===== src/rtl/pow2_pkg.sv =====
package pow2_pkg;

  typedef struct packed {
    logic any;
    logic many;
  } cnt_sum_t;

  function automatic int tree_levels(input int width);
    return (width < 2) ? 1 : $clog2(width);
  endfunction

endpackage


===== src/rtl/pow2_node.sv =====
module pow2_node
  import pow2_pkg::*;
(
  input  cnt_sum_t lhs,
  input  cnt_sum_t rhs,
  output cnt_sum_t sum
);

  assign sum.any  = lhs.any | rhs.any;
  assign sum.many = lhs.many | rhs.many | (lhs.any & rhs.any);

endmodule


===== src/rtl/pow2_tree.sv =====
module pow2_tree
  import pow2_pkg::*;
#(
  parameter int WIDTH = 32
) (
  input  logic [WIDTH-1:0] din,
  output cnt_sum_t         root
);

  localparam int LEVELS = tree_levels(WIDTH);
  localparam int LEAVES = 1 << LEVELS;
  localparam int NODES  = 2 * LEAVES - 1;

  // Heap layout: node i has children 2i+1 and 2i+2, leaves at the tail.
  cnt_sum_t nd [NODES];

  for (genvar j = 0; j < LEAVES; j++) begin : g_leaf
    if (j < WIDTH) begin : g_real
      assign nd[LEAVES-1+j] = '{any: din[j], many: 1'b0};
    end else begin : g_pad
      assign nd[LEAVES-1+j] = '{any: 1'b0, many: 1'b0};
    end
  end

  for (genvar i = 0; i < LEAVES - 1; i++) begin : g_node
    pow2_node u_node (
      .lhs (nd[2*i+1]),
      .rhs (nd[2*i+2]),
      .sum (nd[i])
    );
  end

  assign root = nd[0];

endmodule


===== src/rtl/pow2_finish.sv =====
module pow2_finish
  import pow2_pkg::*;
#(
  parameter bit REG_OUT = 1'b1
) (
  input  logic     clk,
  input  logic     rst,
  input  cnt_sum_t root,
  output logic     flag
);

  logic flag_c;

  // One stage joins both root signals so neither path is longer.
  assign flag_c = root.any & ~root.many;

  if (REG_OUT) begin : g_reg
    always_ff @(posedge clk) begin
      if (rst) flag <= 1'b0;
      else     flag <= flag_c;
    end
  end else begin : g_comb
    assign flag = flag_c;
  end

endmodule


===== src/rtl/pow2_flag_tree.sv =====
module pow2_flag_tree
  import pow2_pkg::*;
#(
  parameter int WIDTH   = 32,
  parameter bit REG_OUT = 1'b1
) (
  input  logic             clk,
  input  logic             rst,
  input  logic [WIDTH-1:0] din,
  output logic             flag
);

  cnt_sum_t root;

  pow2_tree #(.WIDTH(WIDTH)) u_tree (
    .din  (din),
    .root (root)
  );

  pow2_finish #(.REG_OUT(REG_OUT)) u_finish (
    .clk  (clk),
    .rst  (rst),
    .root (root),
    .flag (flag)
  );

endmodule


===== config.mk =====
export PLATFORM = sky130hd
export DESIGN_NAME = pow2_flag_tree
export DESIGN_NICKNAME = d
export VERILOG_FILES = /design/src/rtl/pow2_pkg.sv /design/src/rtl/pow2_node.sv /design/src/rtl/pow2_tree.sv /design/src/rtl/pow2_finish.sv /design/src/rtl/pow2_flag_tree.sv
export SDC_FILE = /design/constraint.sdc
export NUM_CORES = 1
export LEC_CHECK = 0
export ABC_AREA = 1
export BUFFER_PORTS_ARGS = -buffer_cell sky130_fd_sc_hd__buf_4
export CORE_AREA = 2 2 39 41
export CTS_BUF_LIST = sky130_fd_sc_hd__clkbuf_4 sky130_fd_sc_hd__clkbuf_8 sky130_fd_sc_hd__clkbuf_16
export DETAILED_ROUTE_END_ITERATION = 10
export DIE_AREA = 0 0 41 43
export PLACE_DENSITY_LB_ADDON = 0.25
export SETUP_SLACK_MARGIN = 0.5
export SLEW_MARGIN = 20
export SYNTH_ARGS = -nofsm -noshare
export SYNTH_HDL_FRONTEND = slang
export SYNTH_HIERARCHICAL = 1
export SYNTH_SLANG_ARGS = --single-unit

===== constraint.sdc =====
create_clock -name clk -period 2.9 [get_ports clk]
set_clock_uncertainty 0.1 [all_clocks]
set_input_delay 0.29 -clock clk [delete_from_list [all_inputs] [get_ports clk]]
set_output_delay 0.29 -clock clk [all_outputs]
set_load 0.005 [all_outputs]

After elaboration in Yosys (flattened, before gate mapping). Index checks and enable logic that the tools add are counted.

Register bits: 1. Word-level logic and storage cells: 95.

Bitwise operators: 94.

Operators by type and width (number): $or 1x1->1 (61); $and 1x1->1 (32); $not 1->1 (1).

Longest topological paths before layout.
Word-level depth: 11. Depth in mapped cells: 13. Depth with buffers taken out: 13.

Modules after synthesis. Netlist, hierarchy kept.

By module, submodules not included: pow2_node (instances 31, cells an instance 4, area an instance 17.5 µm², seq. area each 0.0 µm²); pow2_finish (instances 1, cells an instance 4, area an instance 33.8 µm², seq. area each 20.0 µm²); pow2_tree (instances 1, cells an instance 1, area an instance 3.8 µm², seq. area each 0.0 µm²).

Worst setup path after synthesis. OpenSTA, ideal clock, no wires.

Path kind: input-to-reg. From: input din[31]. To: register u_finish.flag. Data arrival time: 1512 ps. Data required time: 2691 ps. Setup slack: 1179 ps. Stages on the path: 7. Path buffers: 0. Cells stage by stage: or2_1 or2_1 or2_1 or2_1 or2_1 nand2_1 nor2_2.

RTL lines: start, declared (RTL line pow2_flag_tree.sv:9) `input logic [WIDTH-1:0] din,`; end signal, assigned (RTL line pow2_finish.sv:20) `else flag <= flag_c;`; end, declared (RTL line pow2_finish.sv:9) `output logic flag`.

==> summary.md <==
| Metric | Value |
|---|---|
| Synth Area in Adders | 0% |
| Data arrival, critical path | 1.69 ns |
| Async SR Flop Fraction | 0% |
| Min-Delay Path Depth | 2 |
| Mapped Avg Cell Area | roughly 4.5 um2 |
| CP Max Fanout | 2 |
| Yosys top cell area share | 40.7% |
| Main combinational cell family by area after synthesis | simple AND/OR/NAND/NOR gates |
| Fillers | ~140 |
| Post-synthesis mux area share | 0% |
| Largest registers | u_finish/flag (1) |
| Post-synth EDFFs | 0 |
| Vias in the first global route | 734 |
| Core area | 1380 um2 |
| Largest area contributor in the netlist | nand2_1 |
| WP data required | around 2.7 ns |
| Final worst path period need | 1.90 ns |
| Peak VDD IR | between 0.00004 and 0.00005 V |
| Layout net count | 230 |
| Die Height | 43 um |
| Number of diodes | 0 |
| Antenna violations before repair | 0 |
| Seq. cell area | 20.0 um2 |
| RD Place Congestion | 0.691 |
| Setup CP Type | in2reg |
| Die area | 1760 um2 |
| Leakage Power | 0.501 nW |
| Vias per inst | 4.01 |
| Synth Area in XOR/XNOR | 0% |
| PnR Total Power | 0.0909 mW |
| Worst hold start | rst |
| Power per Cell Area | about 94 nW/um2 |
| Synth warnings | 6 |
| Postcts setup bufs | 0 |
| # port buffers | 34 |
| Crit path capture type | register |
| Synth area leaders | nand2_1, or2_1, nor2_1 |
| Count of hold buffers inserted by post-cts repair | 0 |
| DRT Pass-1 Iters | 3 |
| First-pass GRT wire length | roughly 2200 um |
| #FFs+latches synth | 1 |
| Period Utilization, post-route | 65.6% |
| Most frequent cells after synthesis | nand2_1, nor2_1, or2_1 |
| Largest net degree at the start of global routing | 3 |
| Hold Crit Endpoint | u_finish/flag$_SDFF_PP0_ |
| CTS resizes | 0 |
| DR vias | 842 |
| Most flops, register | u_finish/flag |
| Layout cells sized above 1 | 18.0% |
| Multi-input logic area | 673 um2 |
| Setup_tns | 0 ns |
| DP Wirelength | 1210 um |
| Die width | ~41 um |
| Count leader, synth | nand2_1 |
| Max_cap viols | 0 |
| Gr usage total | 16.7% |
| Row count | 14 |
| Final Util | 70.3% |
| Synth Area in Compound Gates | 0% |
| Slew Limit Fails | 0 |
| Ports | 35 |
| Register area share after synthesis | 3.45% |
| Final setup vio count | 0 |
| Worst Setup Start Kind | input pin |
| Dominant synthesized flop cell | dfxtp_1 |
| Post-Route WL | 1230 um |
| 1st-iter DRT viols | 3 |
| Synthesized area | around 580 um2 |
| Gate Count Post-Synth | 129 |
| Synth cell types | 7 |
| Hold Path Class | in2reg |
| Largest register FFs | 1 |
| Status | finished clean |
| Final antenna-violating net count | 0 |
| RSZ-0062 raised after global routing | no |
| GR Overflow Total | 0 |
| Simple-gate area share of the yosys netlist | 95.3% |
| Final hold vios | 0 |
| Maximum clock frequency | 525 MHz |
| Wire length per cell | around 5.9 um |
| Syn-to-layout area delta | 67.5% |
| Initial core utilization | 42.0% |
| DRC Markers | 0 |
| Clock transition at path regs | 0 ns |
-- metrics by stage --
stage	std cells	cell area (um2)	hold WS, ns	worst slack [ns]
floorplan	160	697	0.257	1.18
global placement	210	972	0.349	1.04
detailed placement	210	972	0.353	0.990
CTS	210	972	0.353	0.984
global route	210	972	0.362	0.930
finish	210	972	0.352	0.997
-- cell type report --
class                           instances  share of cell area, %
Inverter                                1                  0.386
Sequential cell                         1                   2.06
Multi-Input combinational cell        158                   69.2
Timing Repair Buffer                   34                   26.3
Tap cell                               16                   2.06
-- how the worst max path moves through the flow --
stage	end	from	cells past startpoint
2_1_floorplan	u_finish/flag$_SDFF_PP0_	din[31]	7
3_3_place_gp	u_finish/flag$_SDFF_PP0_	din[31]	8
3_5_place_dp	u_finish/flag$_SDFF_PP0_	din[31]	8
4_1_cts	u_finish/flag$_SDFF_PP0_	din[31]	8
5_1_grt	u_finish/flag$_SDFF_PP0_	din[31]	8
6_report	u_finish/flag$_SDFF_PP0_	din[31]	8
-- kinds of logic after synthesis --
family	after synthesis
other cells	1
buf+inv	1
flops	1
simple gates	126
-- layout by cell type (no fill, tap or decap) --
master   synthesis  final
nor2_2           1      1
inv_1            1      1
buf_4            0     34
dfxtp_1          1      1
or2_1           31     31
conb_1           1     32
nand2_1         63     63
nor2_1          31     31
-- worst max-delay path: stages --
cell and delay [ns]:
buf_4 0.11, or2_1 0.23, or2_1 0.24, or2_1 0.24, or2_1 0.24, or2_1 0.23
nand2_1 0.08, nor2_2 0.03
-- per-layer routing --
metal  part of all wire [%]  GRT usage [%]  up-vias
met3                    5.7              0        0
met2                     58           38.1       19
met1                     37           14.3      339
met4                      0              0        0
met5                      0              0        -
li1                       -              -      484
-- report_power, final --
| part | total [mW] | internal [mW] | switching, mW |
|---|---|---|---|
| clock | 0 | 0 | 0 |
| sequential | 0.0140 | 0.0140 | 0 |
| combinational | 0.0769 | 0.0448 | 0.0320 |
No activity file was read; power rests on OpenSTA's default activity.
